`config.mk`:
```
export PLATFORM = sky130hd
export DESIGN_NAME = port_edge_irq
export DESIGN_NICKNAME = d
export VERILOG_FILES = /design/src/rtl/port_edge_irq_pkg.sv /design/src/rtl/line_sync.sv /design/src/rtl/port_edge_irq_ctrl.sv /design/src/rtl/port_edge_irq_dp.sv /design/src/rtl/port_edge_irq.sv
export SDC_FILE = /design/constraint.sdc
export NUM_CORES = 1
export LEC_CHECK = 0
export BUFFER_PORTS_ARGS = -buffer_cell sky130_fd_sc_hd__buf_2
export CAP_MARGIN = 20
export CORE_MARGIN = 2
export CORE_UTILIZATION = 55
export DETAILED_ROUTE_END_ITERATION = 10
export GPL_TIMING_DRIVEN = 0
export MAX_ROUTING_LAYER = met4
export PLACE_DENSITY = 0.76
export SETUP_SLACK_MARGIN = 0.5
export SYNTH_ARGS = -nofsm -noshare
export SYNTH_HDL_FRONTEND = slang
export SYNTH_HIERARCHICAL = 1
export SYNTH_SLANG_ARGS = --single-unit
```
`constraint.sdc`:
```
create_clock -name clk -period 3.6 [get_ports clk]
set_input_delay 0.18 -clock clk [delete_from_list [all_inputs] [get_ports clk]]
set_output_delay 0.18 -clock clk [all_outputs]
set_load 0.03 [all_outputs]
```
`src/rtl/port_edge_irq_pkg.sv`:
```
package port_edge_irq_pkg;

  typedef enum logic [1:0] {
    SEL_NONE = 2'd0,
    SEL_EVT  = 2'd1,
    SEL_MSK  = 2'd2,
    SEL_CTL  = 2'd3
  } regSel_e;

  typedef struct packed {
    logic    clrEvt;
    logic    ldMsk;
    logic    ldCtl;
    logic    rdHit;
    regSel_e rdSel;
  } ctrlStrobes_t;

endpackage

```
`src/rtl/line_sync.sv`:
```
module line_sync #(
  parameter int WIDTH  = 32,
  parameter int STAGES = 2
) (
  input  logic             clk,
  input  logic             rstN,
  input  logic [WIDTH-1:0] rawIn,
  output logic [WIDTH-1:0] syncOut
);

  logic [WIDTH-1:0] stageQ [STAGES];

  always_ff @(posedge clk or negedge rstN) begin
    if (!rstN) stageQ[0] <= '0;
    else       stageQ[0] <= rawIn;
  end

  for (genvar s = 1; s < STAGES; s++) begin : g_stage
    always_ff @(posedge clk or negedge rstN) begin
      if (!rstN) stageQ[s] <= '0;
      else       stageQ[s] <= stageQ[s-1];
    end
  end

  assign syncOut = stageQ[STAGES-1];

endmodule

```
`src/rtl/port_edge_irq_ctrl.sv`:
```
module port_edge_irq_ctrl
  import port_edge_irq_pkg::*;
#(
  parameter int          ADDR_W  = 8,
  parameter logic [7:0]  EVT_OFS = 8'h0C,
  parameter logic [7:0]  MSK_OFS = 8'h10,
  parameter logic [7:0]  CTL_OFS = 8'h14
) (
  input  logic              wrEn,
  input  logic              rdEn,
  input  logic [ADDR_W-1:0] addr,
  output ctrlStrobes_t      strb
);

  localparam logic [ADDR_W-1:0] EVT_A = ADDR_W'(EVT_OFS);
  localparam logic [ADDR_W-1:0] MSK_A = ADDR_W'(MSK_OFS);
  localparam logic [ADDR_W-1:0] CTL_A = ADDR_W'(CTL_OFS);

  logic hitEvt, hitMsk, hitCtl;

  assign hitEvt = (addr == EVT_A);
  assign hitMsk = (addr == MSK_A);
  assign hitCtl = (addr == CTL_A);

  always_comb begin
    strb        = '0;
    strb.clrEvt = wrEn & hitEvt;
    strb.ldMsk  = wrEn & hitMsk;
    strb.ldCtl  = wrEn & hitCtl;
    strb.rdHit  = rdEn;
    if (hitEvt)      strb.rdSel = SEL_EVT;
    else if (hitMsk) strb.rdSel = SEL_MSK;
    else if (hitCtl) strb.rdSel = SEL_CTL;
    else             strb.rdSel = SEL_NONE;
  end

endmodule

```
`src/rtl/port_edge_irq_dp.sv`:
```
module port_edge_irq_dp
  import port_edge_irq_pkg::*;
#(
  parameter int NUM_LINES = 32,
  parameter int DATA_W    = 32,
  parameter int SYNC_STG  = 2
) (
  input  logic                 clk,
  input  logic                 rstN,
  input  logic [NUM_LINES-1:0] pinIn,
  input  logic [DATA_W-1:0]    wrData,
  input  ctrlStrobes_t         strb,
  output logic [DATA_W-1:0]    rdData,
  output logic                 irqOut
);

  localparam int SPARE = DATA_W - NUM_LINES;

  function automatic logic [DATA_W-1:0] liveBits();
    logic [DATA_W-1:0] m;
    m = '0;
    for (int n = 0; n < NUM_LINES; n++) m[DATA_W-1-n] = 1'b1;
    return m;
  endfunction

  localparam logic [DATA_W-1:0] LIVE = liveBits();

  logic [NUM_LINES-1:0] syncLvl, prevLvl;
  logic [DATA_W-1:0]    setVec;
  logic [DATA_W-1:0]    evtReg, mskReg, ctlReg;
  logic [DATA_W-1:0]    evtNext;

  line_sync #(.WIDTH(NUM_LINES), .STAGES(SYNC_STG)) u_sync (
    .clk    (clk),
    .rstN   (rstN),
    .rawIn  (pinIn),
    .syncOut(syncLvl)
  );

  always_ff @(posedge clk or negedge rstN) begin
    if (!rstN) prevLvl <= '0;
    else       prevLvl <= syncLvl;
  end

  for (genvar n = 0; n < NUM_LINES; n++) begin : g_line
    localparam int BIT = DATA_W - 1 - n;
    logic riseHit, fallHit;
    assign riseHit     = syncLvl[n] & ~prevLvl[n];
    assign fallHit     = ~syncLvl[n] & prevLvl[n];
    assign setVec[BIT] = fallHit | (riseHit & ~ctlReg[BIT]);
  end

  for (genvar b = 0; b < SPARE; b++) begin : g_spare
    assign setVec[b] = 1'b0;
  end

  assign evtNext = strb.clrEvt ? ((evtReg & ~wrData) | setVec) : (evtReg | setVec);

  always_ff @(posedge clk or negedge rstN) begin
    if (!rstN) begin
      evtReg <= '0;
      mskReg <= '0;
      ctlReg <= '0;
    end else begin
      evtReg <= evtNext & LIVE;
      if (strb.ldMsk) mskReg <= wrData & LIVE;
      if (strb.ldCtl) ctlReg <= wrData & LIVE;
    end
  end

  always_ff @(posedge clk or negedge rstN) begin
    if (!rstN) begin
      rdData <= '0;
    end else if (strb.rdHit) begin
      unique case (strb.rdSel)
        SEL_EVT: rdData <= evtReg;
        SEL_MSK: rdData <= mskReg;
        SEL_CTL: rdData <= ctlReg;
        default: rdData <= '0;
      endcase
    end
  end

  assign irqOut = |(evtReg & mskReg);

endmodule

```
`src/rtl/port_edge_irq.sv`:
```
module port_edge_irq
  import port_edge_irq_pkg::*;
#(
  parameter int         NUM_LINES = 32,
  parameter int         DATA_W    = 32,
  parameter int         ADDR_W    = 8,
  parameter int         SYNC_STG  = 2,
  parameter logic [7:0] EVT_OFS   = 8'h0C,
  parameter logic [7:0] MSK_OFS   = 8'h10,
  parameter logic [7:0] CTL_OFS   = 8'h14
) (
  input  logic                 clk,
  input  logic                 rstN,
  input  logic [NUM_LINES-1:0] pinIn,
  input  logic                 wrEn,
  input  logic                 rdEn,
  input  logic [ADDR_W-1:0]    addr,
  input  logic [DATA_W-1:0]    wrData,
  output logic [DATA_W-1:0]    rdData,
  output logic                 irqOut
);

  ctrlStrobes_t strb;

  port_edge_irq_ctrl #(
    .ADDR_W (ADDR_W),
    .EVT_OFS(EVT_OFS),
    .MSK_OFS(MSK_OFS),
    .CTL_OFS(CTL_OFS)
  ) u_ctrl (
    .wrEn(wrEn),
    .rdEn(rdEn),
    .addr(addr),
    .strb(strb)
  );

  port_edge_irq_dp #(
    .NUM_LINES(NUM_LINES),
    .DATA_W   (DATA_W),
    .SYNC_STG (SYNC_STG)
  ) u_dp (
    .clk   (clk),
    .rstN  (rstN),
    .pinIn (pinIn),
    .wrData(wrData),
    .strb  (strb),
    .rdData(rdData),
    .irqOut(irqOut)
  );

endmodule

```
[Word level (Yosys, flattened, before mapping)]
Cells that the tools add are included.
Storage, ports and cells
  flip-flop bits (word level): 224
  bits in latches: 0
  memory bits (writable): 0
  ROM bits: 0
  input port bits: 76
  output and inout bits: 33
  word-level logic and storage cells: 251
  memories: 0
Cells by class
  add/subtract/negate cells: 0
  $mul: 0
  div/mod/pow operators: 0
  magnitude comparators: 0
  eq/ne operators: 6
  shift-type cells: 0
  mux-type cells: 5
  bitwise logic cells: 232
  reduce and logical (&&, ||, !) cells: 1
Operators with widths (count)
  1-bit AND: 99
  1-bit inverter: 96
  32-bit case mux with 3 select lines: 1
  32-bit AND: 2
  32-bit OR: 2
  32-bit 2-to-1 mux: 1
  32-bit inverter: 1
  1-bit OR: 32
  32-bit OR reduction: 1
  8-bit by 5-bit equality test with 1-bit output (second input constant): 2
  8-bit by 4-bit equality test with 1-bit output (second input constant): 1
  2-bit 2-to-1 mux: 3
  2-bit equality test (second input constant): 2
  2-bit by 1-bit equality test with 1-bit output (second input constant): 1

[Logic depth before layout (Yosys ltp)]
  depth in word-level cells: 6
  depth in mapped cells: 8

[By module]
Netlist, hierarchy kept.
Modules (own cells, without submodules)
  port_edge_irq_dp: times used 1, cells each 564, area each 6703.9 um^2
  line_sync: times used 1, cells each 96, area each 1841.8 um^2
  port_edge_irq_ctrl: times used 1, cells each 11, area each 103.8 um^2

[Least setup slack after synthesis]
OpenSTA, ideal clock, no wires.
  path type: input -> register
  start point: in addr[1]
  end point: reg u_dp.rdData[20]
  library setup time: 137 ps
  data arrival time: 1785 ps
  setup slack: 1679 ps
  stages: 7
  buffers on the path: 2
  cells stage by stage: or4_4 > nor3_1 > buf_6 > buf_6 > mux2_2 > a22oi_1 > a21oi_1
RTL lines
  start, declared: RTL line port_edge_irq.sv:17  | input logic [ADDR_W-1:0] addr,
  end signal, assigned: RTL line port_edge_irq_dp.sv:76  | SEL_EVT: rdData <= evtReg;
  end signal, assigned: RTL line port_edge_irq_dp.sv:77  | SEL_MSK: rdData <= mskReg;
  end signal, assigned: RTL line port_edge_irq_dp.sv:78  | SEL_CTL: rdData <= ctlReg;
  end, declared: RTL line port_edge_irq_dp.sv:13  | output logic [DATA_W-1:0] rdData,

[Worst setup path in the final report]
  start point: reg u_dp.mskReg[9]
  end point: out irqOut
On the way
  word-level cells in the longest chain between the ends: 2
RTL lines
  start, declared: RTL line port_edge_irq_dp.sv:30  | logic [DATA_W-1:0] evtReg, mskReg, ctlReg;
  start signal, assigned: RTL line port_edge_irq_dp.sv:66  | if (strb.ldMsk) mskReg <= wrData & LIVE;
  32-bit AND: RTL line port_edge_irq_dp.sv:84  | assign irqOut = |(evtReg & mskReg);
  32-bit OR reduction: RTL line port_edge_irq_dp.sv:84
  end, declared: RTL line port_edge_irq.sv:20  | output logic irqOut
Every way passes these cells.

==> metrics.txt <==
Synth Cell Area=8650 um^2; crit path max fanout=3; Ports=109; Power Density=499 nW/um^2; Routed Antenna Nets=0; Hold Path End=u_dp/evtReg[31]$_DFF_PN0_; Synth area leader=dfrtp_1; most frequent cells in the layout=224 x dfrtp_1, 117 x buf_2, 86 x mux2_2, 80 x a22oi_1, 65 x dlygate4sd3_1; Post-Route WL=20.6 mm; Post-Syn Nets=747; synth unique cells=23; DR DRC count=0; Final nets=945; critical setup path kind=flip-flop to primary output; switching part of the total=23.3%; crit end category=primary output; status=finished, final reports clean; largest net degree at the start of global routing=130; global-route wire length before repair=32.3 mm; Total GRT Usage=25.9%; PortBufs=107; worst skew pair latency=500 ps; Area after DPL=9490 um^2; Die Wd=129 um; post-layout minimum cycle time=2380 ps; Flop pwr share=49.9%; layout filler cell count=1049; Die H=129 um; TritonCTS Sinks=224; VDD IR max=0.424 mV; Leak=5.10 nW; Syn Area/Cell=12.9 um^2; setup tns final=0 ps; Sw Pwr=1.26 mW; drt pass-1 iters=4; Hold Crit Start=addr[4]; Tightest Pin Transition=761 ps; routability congestion estimate=0.851; synthesized flop and latch total=224; ANT cells=0; CTS tree=done; Post-Syn Instances=671; DR vias/cell=5.45; share of cells above drive strength 1=31.8%; initial antenna violation count=0; worst endpoint required time=3420 ps; Max Cap Violations=0; CTS buffer count=23; Die Area=16700 um^2; Clock Path Buffers=3; RSZ-0062 raised after global routing=no; fin area=10900 um^2; Int Power=4.15 mW; pre-CTS setup slack=1230 ps; final setup fails=0; final hold vios=0; HPWL Detailed=13.2 mm; warnings from Yosys=6; hold crit path type=input pin to flip-flop; initial DRC count=452; Tcrit/Tclk final=66.0%; worst reg2reg path startpoint=u_dp/mskReg[2]$_DFFE_PN0P_; post-CTS sizing=0; CP startpoint kind=flip-flop; flop2flop setup slack=2400 ps; hold path cells=5; CP Data Arrival Time=2200 ps; routed vias=5975; fin worst setup slack=1220 ps; Core Rows=45; commonest non-fill, non-tap cell in the layout=dfrtp_1; wire per inst=18.8 um; Initial Util=56.7%; core area=15300 um^2; post-synth top area share=64.8%; H-tree depth reported by CTS=1; Max Clock Skew=6.74 ps; root buf cell=clkbuf_16; RR Endpoint=u_dp/rdData[2]$_DFFE_PN0P_; Combinational Power Share=8.3%; top cells by area, synth=dfrtp_1 65%, mux2_2 11%, a22oi_1 6.9%; clk slew on worst S/H paths=60 ps; Area Overhead vs Synth=25.5%; reg2reg path depth=3; Slew HR=49.3%; Final Slew Violations=0; Seq/Total Area, Yosys=64.8%; Clock Power Share=41.8%; grt total ovfl=0; number of global-route vias before repair=6363; max frequency=0.421 GHz
[synth_stat cells]
| cell type | instances |
|---|---|
| inv_1 | 32 |
| or4_1 | 1 |
| a21oi_1 | 32 |
| nor4_2 | 2 |
| nand3b_1 | 1 |
| nand4_1 | 4 |
| buf_6 | 7 |
| a22oi_1 | 80 |
| or4_4 | 1 |
| nand2b_1 | 1 |
| clkbuf_1 | 12 |
| dfrtp_1 | 224 |
| buf_4 | 33 |
| mux2_1 | 10 |
| mux2_2 | 86 |
| nor4b_4 | 1 |
| nor2_1 | 64 |
| xnor2_1 | 1 |
| o21ai_0 | 32 |
| nor3_1 | 2 |
| nand2_1 | 33 |
| buf_2 | 11 |
| nor2b_1 | 1 |
[worst max-delay path by stage]
stage	startpoint	end	slack [ps]	cells after the start
6_report	u_dp/mskReg[9]$_DFFE_PN0P_	irqOut	1220	4
2_1_floorplan	addr[1]	u_dp/rdData[20]$_DFFE_PN0P_	1680	7
3_5_place_dp	addr[1]	u_dp/rdData[2]$_DFFE_PN0P_	1230	7
4_1_cts	u_dp/evtReg[9]$_DFF_PN0_	irqOut	1250	4
5_1_grt	u_dp/evtReg[9]$_DFF_PN0_	irqOut	1140	4
3_3_place_gp	rstN	u_dp/u_sync/stageQ[54]$_DFF_PN0_	-1170	1
[what timing repair did]
action                                 4_1_cts  5_1_grt
endpoints found under the hold margin      191        0
hold buffers                                65        0
setup buffers                                0        0
[critical path: stages, from the launching register on]
cell     delay, ps
dfrtp_1        410
a22oi_1        340
nand4_1        170
or4_1          560
buf_2          210
[stage by stage]
stage / hold slack (ps) / util (%) / total power, mW / cells
6_report: 152 / 71.1 / 5.41 / 1097
3_3_place_gp: 288 / 61.9 / 3.11 / 989
2_1_floorplan: -116 / - / 2.93 / 671
4_1_cts: 140 / 71.1 / 5.45 / 1097
3_5_place_dp: 257 / 62.2 / 3.14 / 990
5_1_grt: 169 / 71.1 / 5.61 / 1097
[final cells by class]
class | count | area [um^2] | area share [%]
clock buffers | 35 | 651 | 5.99
flip-flops and latches | 224 | 5610 | 51.6
inverters | 32 | 120 | 1.11
multi-input cells | 352 | 2500 | 23.0
plain buffers | 63 | 427 | 3.93
repair buffers | 173 | 1220 | 11.3
clock inverters | 7 | 66.3 | 0.611
well taps | 211 | 264 | 2.43
[layer usage]
metal  vias up  part of all wire [%]  track usage [%]
met5         -                     0                -
met4         0                   3.6             9.97
met3        56                   5.9             5.00
met2       216                    49             42.3
met1      3004                    41             32.2
li1       2699                     -                -
[state kept, by name, summed over array words and instances, names as in the netlist]
register,cells
u_dp/ctlReg,32
u_dp/evtReg,32
u_dp/mskReg,32
u_dp/prevLvl,32
u_dp/rdData,32
u_dp/u_sync/stageQ,32
u_dp/u_sync/syncOut,32
[power by group through the flow]
stage          clock [mW]  combinational, mW  sequential (mW)
2_1_floorplan           0              0.160             2.77
3_3_place_gp            0              0.371             2.74
3_5_place_dp            0              0.393             2.74
4_1_cts              2.30              0.450             2.70
5_1_grt              2.41              0.490             2.71
6_report             2.26              0.449             2.70
[cell families (layout without fill, tap and decap cells)]
group | count (synthesis) | in the layout | share of synthesized area, %
flip-flops | 224 | 224 | 64.8
AND/OR/NAND/NOR | 111 | 111 | 5.63
AO/OA/AOI/OAI | 144 | 144 | 10.6
multiplexers | 96 | 96 | 12.5
XOR/XNOR | 1 | 1 | 0.101
buffers and inverters | 95 | 310 | 6.32
No activity file was read; power rests on OpenSTA's default activity.
